--- src/rtl/cyc_meter_pkg.sv ---
package cyc_meter_pkg;
  localparam int unsigned ADDR_W = 12;
  localparam int unsigned DATA_W = 32;

  localparam logic [ADDR_W-1:0] OFS_CTRL  = 12'h000;
  localparam logic [ADDR_W-1:0] OFS_TALLY = 12'h004;
  localparam logic [ADDR_W-1:0] OFS_KEY   = 12'hFB0;
  localparam logic [ADDR_W-1:0] OFS_LSTAT = 12'hFB4;

  localparam logic [DATA_W-1:0] UNLOCK_KEY = 32'hC5AC_CE55;
  localparam int unsigned CTRL_FIXED_BIT = 30;

  typedef enum logic [2:0] {
    SEL_NONE,
    SEL_CTRL,
    SEL_TALLY,
    SEL_KEY,
    SEL_LSTAT
  } reg_sel_e;
endpackage

--- src/rtl/cm_lock_fsm.sv ---
module cm_lock_fsm
  import cyc_meter_pkg::*;
#(
  parameter int unsigned W = DATA_W,
  parameter logic [W-1:0] KEY = UNLOCK_KEY
) (
  input  logic         clk,
  input  logic         rst,
  input  logic         key_wr,
  input  logic [W-1:0] key_val,
  output logic         locked
);
  typedef enum logic {ST_LOCKED, ST_OPEN} lock_st_e;
  lock_st_e st_q, st_d;

  always_comb begin
    st_d = st_q;
    if (key_wr) st_d = (key_val == KEY) ? ST_OPEN : ST_LOCKED;
  end

  always_ff @(posedge clk) begin
    if (rst) st_q <= ST_LOCKED;
    else     st_q <= st_d;
  end

  assign locked = (st_q == ST_LOCKED);
endmodule

--- src/rtl/cm_ctrl_reg.sv ---
module cm_ctrl_reg (
  input  logic clk,
  input  logic rst,
  input  logic ctrl_wr,
  input  logic locked,
  input  logic wr_bit0,
  output logic run_en
);
  always_ff @(posedge clk) begin
    if (rst)                    run_en <= 1'b0;
    else if (ctrl_wr && !locked) run_en <= wr_bit0;
  end
endmodule

--- src/rtl/cm_tally.sv ---
module cm_tally #(
  parameter int unsigned W = 32
) (
  input  logic         clk,
  input  logic         rst,
  input  logic         step,
  input  logic         load,
  input  logic [W-1:0] load_val,
  output logic [W-1:0] tally
);
  always_ff @(posedge clk) begin
    if (rst)       tally <= '0;
    else if (load) tally <= load_val;
    else if (step) tally <= tally + W'(1);
  end
endmodule

--- src/rtl/cm_read_port.sv ---
module cm_read_port
  import cyc_meter_pkg::*;
#(
  parameter int unsigned W = DATA_W
) (
  input  logic         clk,
  input  logic         rst,
  input  logic         rd_ok,
  input  reg_sel_e     sel,
  input  logic         run_en,
  input  logic         locked,
  input  logic [W-1:0] tally,
  output logic [W-1:0] rdata
);
  logic [W-1:0] val;

  always_comb begin
    val = '0;
    case (sel)
      SEL_CTRL: begin
        val[CTRL_FIXED_BIT] = 1'b1;
        val[0]              = run_en;
      end
      SEL_TALLY: val = tally;
      SEL_LSTAT: begin
        val[0] = 1'b1;
        val[1] = locked;
      end
      default: val = '0;
    endcase
  end

  always_ff @(posedge clk) begin
    if (rst)        rdata <= '0;
    else if (rd_ok) rdata <= val;
    else            rdata <= '0;
  end
endmodule

--- src/rtl/cyc_meter_top.sv ---
module cyc_meter_top
  import cyc_meter_pkg::*;
(
  input  logic              clk,
  input  logic              rst,
  input  logic              trace_en,
  input  logic              bus_wr,
  input  logic              bus_rd,
  input  logic [ADDR_W-1:0] bus_addr,
  input  logic [DATA_W-1:0] bus_wdata,
  output logic [DATA_W-1:0] bus_rdata
);
  reg_sel_e          sel;
  logic              wr_ok, rd_ok;
  logic              lock_q, run_en;
  logic [DATA_W-1:0] tally_q;

  always_comb begin
    case (bus_addr)
      OFS_CTRL:  sel = SEL_CTRL;
      OFS_TALLY: sel = SEL_TALLY;
      OFS_KEY:   sel = SEL_KEY;
      OFS_LSTAT: sel = SEL_LSTAT;
      default:   sel = SEL_NONE;
    endcase
  end

  assign wr_ok = bus_wr & trace_en;
  assign rd_ok = bus_rd & trace_en;

  cm_lock_fsm #(.W(DATA_W), .KEY(UNLOCK_KEY)) u_lock (
    .clk     (clk),
    .rst     (rst),
    .key_wr  (wr_ok && sel == SEL_KEY),
    .key_val (bus_wdata),
    .locked  (lock_q)
  );

  cm_ctrl_reg u_ctrl (
    .clk     (clk),
    .rst     (rst),
    .ctrl_wr (wr_ok && sel == SEL_CTRL),
    .locked  (lock_q),
    .wr_bit0 (bus_wdata[0]),
    .run_en  (run_en)
  );

  cm_tally #(.W(DATA_W)) u_tally (
    .clk      (clk),
    .rst      (rst),
    .step     (run_en & trace_en),
    .load     (wr_ok && sel == SEL_TALLY),
    .load_val (bus_wdata),
    .tally    (tally_q)
  );

  cm_read_port #(.W(DATA_W)) u_rd (
    .clk    (clk),
    .rst    (rst),
    .rd_ok  (rd_ok),
    .sel    (sel),
    .run_en (run_en),
    .locked (lock_q),
    .tally  (tally_q),
    .rdata  (bus_rdata)
  );
endmodule

--- config.mk ---
export PLATFORM = sky130hd
export DESIGN_NAME = cyc_meter_top
export DESIGN_NICKNAME = d
export VERILOG_FILES = /design/src/rtl/cyc_meter_pkg.sv /design/src/rtl/cm_lock_fsm.sv /design/src/rtl/cm_ctrl_reg.sv /design/src/rtl/cm_tally.sv /design/src/rtl/cm_read_port.sv /design/src/rtl/cyc_meter_top.sv
export SDC_FILE = /design/constraint.sdc
export NUM_CORES = 1
export LEC_CHECK = 0
export BUFFER_PORTS_ARGS = -buffer_cell sky130_fd_sc_hd__buf_2
export CAP_MARGIN = 20
export CORE_MARGIN = 2
export CORE_UTILIZATION = 25
export DETAILED_ROUTE_END_ITERATION = 12
export PLACE_DENSITY = 0.41
export SYNTH_ARGS = -nofsm -noshare
export SYNTH_HDL_FRONTEND = slang
export SYNTH_SLANG_ARGS = --single-unit
--- constraint.sdc ---
create_clock -name clk -period 3.1 [get_ports clk]
set_input_delay 0.62 -clock clk [delete_from_list [all_inputs] [get_ports clk]]
set_output_delay 0.62 -clock clk [all_outputs]
set_load 0.02 [all_outputs]
* Word level (Yosys, flattened, before mapping)
Cells that the tools add are included.
W data, S select, Z words.
** Word-level totals
- Register bits after elaboration :: 66
- Input port bits :: 49
- Output and inout bits :: 32
- Word-level logic and storage cells :: 35
** Cells by class
- Add/sub/neg operators :: 1
- Equal/unequal tests :: 8
- Muxes and demuxes :: 7
- Bitwise gates (word level) :: 6
- Reductions and logical operators :: 8
** Operator list (number)
- $mux W32 :: 2
- $add A32 B1 Y32 const B :: 1
- $eq A32 B32 Y1 const B :: 1
- $eq A12 B12 Y1 const B :: 2
- $eq A12 B3 Y1 const B :: 1
- $logic_not A12 Y1 :: 1
- $pmux W3 S4 :: 1
- $eq A3 B2 Y1 const B :: 2
- $logic_and A1 B1 Y1 :: 4
- $pmux W1 S2 :: 2
- $and A1 B1 Y1 :: 3
- $eq A3 B1 Y1 const B :: 1
- $eq A3 B3 Y1 const B :: 1
- $not A1 Y1 :: 3
- $pmux W1 S3 :: 1
- $reduce_or A3 Y1 :: 1
- $reduce_bool A2 Y1 :: 1
- $reduce_or A2 Y1 :: 1
- $mux W1 :: 1

* Logic depth before layout (Yosys ltp)
- Depth in word-level cells :: 5
- Depth in mapped cells :: 7

* Modules after synthesis
From an unflattened synthesis, not the netlist that was laid out.
** Second synthesis, totals
- Cells, all modules :: 359
- Area total of the unflattened synthesis :: 3214.3 µm²
** By module, submodules not included
- cm_tally :: instances 1, cells each 241, area an instance 1924.3 µm², sequential area each 640.6 µm²
- cm_read_port :: instances 1, cells each 77, area an instance 957.2 µm², sequential area each 640.6 µm²
- cyc_meter_top :: instances 1, cells each 20, area an instance 152.6 µm², sequential area each 0.0 µm²
- cm_lock_fsm :: instances 1, cells each 16, area an instance 130.1 µm², sequential area each 20.0 µm²
- cm_ctrl_reg :: instances 1, cells each 5, area an instance 50.0 µm², sequential area each 20.0 µm²

* Worst setup path after synthesis
OpenSTA, ideal clock, no wires.
- Path kind :: input -> register
- Start point :: input bus_addr[5]
- End point :: register u_rd.rdata[10]
- Library setup time :: 0.059 ns
- Arrival :: 1.842 ns
- Data required time :: 3.041 ns
- Setup slack :: 1.199 ns
- Stages :: 5
- Path through :: nor4_1 -> nand3_1 -> nor2_1 -> clkbuf_1 -> and2_1
** Between the ends
- Cells in the longest elaborated chain, start to end :: 5
- Elaborated cells between the ends (all ways) :: 8
** Ends and longest elaborated chain
- start, declared :: line cyc_meter_top.sv:9 : input logic [ADDR_W-1:0] bus_addr,
- $eq A12 B12 Y1 (tied with other cells) :: line cyc_meter_top.sv:19 : case (bus_addr)
- $pmux W3 S4 * :: line cyc_meter_top.sv:19
- $eq A3 B2 Y1 * :: line cm_read_port.sv:19 : case (sel)
- $not A1 Y1 (no source line) *
- $reduce_or A3 Y1 (no source line) *
- end signal, assigned :: line cm_read_port.sv:35 : else if (rd_ok) rdata <= val;
- end, declared :: line cm_read_port.sv:13 : output logic [W-1:0] rdata
Mark *: on every way between the ends. The rest lies on a longest branch, timed or not.
A chain may end at the register's enable or synchronous reset.

* Final worst setup path
- Start point :: register u_tally.tally[2]
- End point :: register u_tally.tally[29]
** Between the ends
- Cells in the longest elaborated chain, start to end :: 3
** Ends and longest elaborated chain
- start, declared :: line cm_tally.sv:9 : output logic [W-1:0] tally
- start signal, assigned :: line cm_tally.sv:13 : else if (load) tally <= load_val;
- start signal, assigned :: line cm_tally.sv:14 : else if (step) tally <= tally + W'(1);
- $add A32 B1 Y32 :: line cm_tally.sv:14
- $mux W32 :: line cm_tally.sv:14
- $mux W32 :: line cm_tally.sv:13
Every way passes these cells. The select of a mux whose other input is x is not followed.

==> out/metrics.yaml <==
run_status:
  status: "finished clean"
min_path:
  hp-start: "u_tally.tally[31]"
  hp-class: "register to register"
  min_to: "u_rd.rdata[31]"
  whs_path_depth: 1
critical_path:
  crit_path_end_kind: "register"
  path_max_fanout: 7
  crit_chain: "and3_1 -> and3_4 -> nand4_2 -> or3_1 -> a311oi_2"
  critPathKind: "register to register"
  rr_startpoint: "u_tally.tally[2]"
  cpPeakStageDelay_ps: 410
  reg2reg_setup_slack_ps: 1170
  r2r_cells: 5
  required_ps: 3350
  critPathArrivalTime_ps: 2170
  worst_setup_path_start_kind: "register"
  r2r-end: "u_tally.tally[29]"
  cp_slowest_cell: "dfxtp_1"
logic_synthesis:
  synth_edf_count: 0
  synth_cell_type_count: 40
  ys_ff_latch: 66
  synth_nets: 372
  async_reset_ff_share_pct: 0
  synthFlopType: "dfxtp_1"
  synth.top_cell.area_share_pct: 45.3
  yosysWarnings: 0
  mappedNetlistArea_sq_um: 2920
  synthTopCellsByArea: "dfxtp_1 (45%), and2_1 (6.0%), nor2_1 (5.5%)"
  netlist_instances: 322
  syn_area_per_cell_sq_um: 9.06
  yosys.area.top_type: "dfxtp_1"
  ys_seq_area_share_pct: 45.3
drt:
  drc: 0
  via_count: 2633
  dr.pass1.iters: 4
  ant_nets: 0
  wire_per_inst_um: 14.8
  vias_per_cell: 4.80
  drt_iter0_markers: 125
  wl_um: 8150
global_routing:
  grtUsageTotal_pct: 13.6
  gr-total-overflow: 0
  grt_pass1_wl_um: 13300
  antenna_found_initial: 0
  grt_max_degree: 60
  grt_pass1_vias: 2573
sta:
  period_share_pct: 62.1
  finalCriticalPeriod_ps: 1930
  max_clock_freq_ghz: 0.519
  whs_ps: 490
  setup_violations: 0
  slew_headroom_pct: 60.2
  worstMarginPinSlew_ps: 598
  timing.setup.tns_ps: 0
  fin_skew_ps: 5.28
  rsz0062_at_grt: "false"
  hold_viol_final: 0
  fin_ws_ps: 1170
  slew_viol_final: 0
finish:
  fillers: 1243
  postLayoutCoreUtil_pct: 32.8
  layout_common_cells: "buf_2 (80), dfxtp_1 (66), nor2_1 (43), and2_1 (28), a211oi_1 (19)"
  seqCellArea_sq_um: 1320
  multi_input_area_sq_um: 1510
  layout-drive-gt1-share_pct: 25.9
  n_antenna_cell: 0
  layout_commonest_cell: "buf_2"
  fin_nets: 451
  area_growth_pct: 28.2
  fin_cells: 549
clocking:
  ctsHtreeMaxLevel: 3
  post_cts_buffers: 0
  cts.reportedPaths.clkPinSlew_ps: 60
  clk_path_buf_depth: 2
  root_buffer: "clkbuf_16"
  clk_latency_ps: 330
  cts_made_buffers: 9
  cts_resized: 0
  clkSinkCount: 66
  postCtsHoldBufs: 0
  cts_tree: "done"
power_and_ir_drop:
  power.switching_w: 0.000400
  swShare_pct: 21.2
  leakagePower_nw: 1.50
  p_comb_share_pct: 3.4
  clkPwrFrac_pct: 51.5
  peakVddDrop_mv: 0.191
  power.density_nw_per_um2: 503
  pwr-share-seq_pct: 45.1
  internal_power_w: 0.00148
floorplan:
  fp.dieH_um: 112
  io_pins: 81
  num_rows: 39
  start_util_pct: 25.5
  dieWidth_um: 112
  core_area_sq_um: 11400
  dieArea_sq_um: 12500
placed_design:
  gp_congestion: 0.795
  dpl.hpwl_um: 5930
  dp_cells: 533
  pre_cts_slack_ps: 872
  port_buffers: 80
flow_run:
  drv_cap: 0
[synthesized netlist by cell type (5+ instances only)]
| cell type | number |
|---|---|
| xnor2_1 | 13 |
| and4_1 | 7 |
| or3_1 | 9 |
| clkbuf_1 | 12 |
| inv_1 | 5 |
| and3_1 | 5 |
| o21ai_0 | 9 |
| nand2_1 | 18 |
| nand3_1 | 15 |
| nor2_1 | 43 |
| xor2_1 | 9 |
| a211oi_1 | 19 |
| nand4_1 | 9 |
| and2_1 | 28 |
| dfxtp_1 | 66 |
| nor4_1 | 6 |
| a311oi_1 | 9 |
| nor3_1 | 8 |
[cells by family after synthesis]
family | share of synthesized area (%)
adder cells (fa/ha/maj) | 0.429
AO/OA/AOI/OAI | 11.6
multiplexers | 0.686
flip-flops | 45.3
AND/OR/NAND/NOR | 32.6
XOR/XNOR | 6.61
buffers and inverters | 2.79
[power by group through the flow]
stage | combinational (W) | sequential (W) | clock [W]
2_1_floorplan | 0.0000159 | 0.000867 | 0
3_3_place_gp | 0.0000647 | 0.000867 | 0
3_5_place_dp | 0.0000649 | 0.000867 | 0
5_1_grt | 0.0000699 | 0.000848 | 0.00103
6_report | 0.0000637 | 0.000849 | 0.000969
4_1_cts | 0.0000650 | 0.000848 | 0.000995
[final cells by class]
cell class,instances,area share [%]
inverter,5,0.502
multi-input combinational,236,40.5
timing repair buffer,83,11.3
sequential,66,35.3
tap,143,4.78
clock inverter,2,0.268
clock buffer,14,7.33
[registers in the layout, indices dropped and copies added (netlist names)]
register       flops
u_ctrl.run_en      1
u_lock.st_q        1
u_rd.rdata        32
u_tally.tally     32
[worst max-delay path, delay by kind of cell, from the launching register on]
| kind | cells | cell delay (ps) |
|---|---|---|
| simple gates | 4 | 1190 |
| flops | 1 | 410 |
| compound gates | 1 | 230 |
[routing by layer]
metal / track usage (%) / up-vias / wire length (um)
met5: 0 / - / 0
met4: 5.45 / 0 / 153
met3: 3.51 / 10 / 417
met2: 21.2 / 68 / 3710
met1: 18.0 / 1230 / 3870
li1: - / 1325 / -
[worst max path at each step]
stage,depth (start not counted),to,startpoint
3_5_place_dp,6,u_rd.rdata[15],bus_addr[5]
6_report,5,u_tally.tally[29],u_tally.tally[2]
2_1_floorplan,5,u_rd.rdata[10],bus_addr[5]
5_1_grt,7,u_tally.tally[26],bus_addr[5]
4_1_cts,5,u_tally.tally[29],u_tally.tally[2]
3_3_place_gp,7,u_tally.tally[26],bus_addr[9]
[per-stage QoR]
stage,total power (W),area [sq um]
after global routing,0.00195,3740
final,0.00188,3740
after CTS,0.00191,3740
after global placement,0.000932,3460
after floorplan,0.000883,2920
after detailed placement,0.000932,3460
Power figures use the tool's default switching activity.
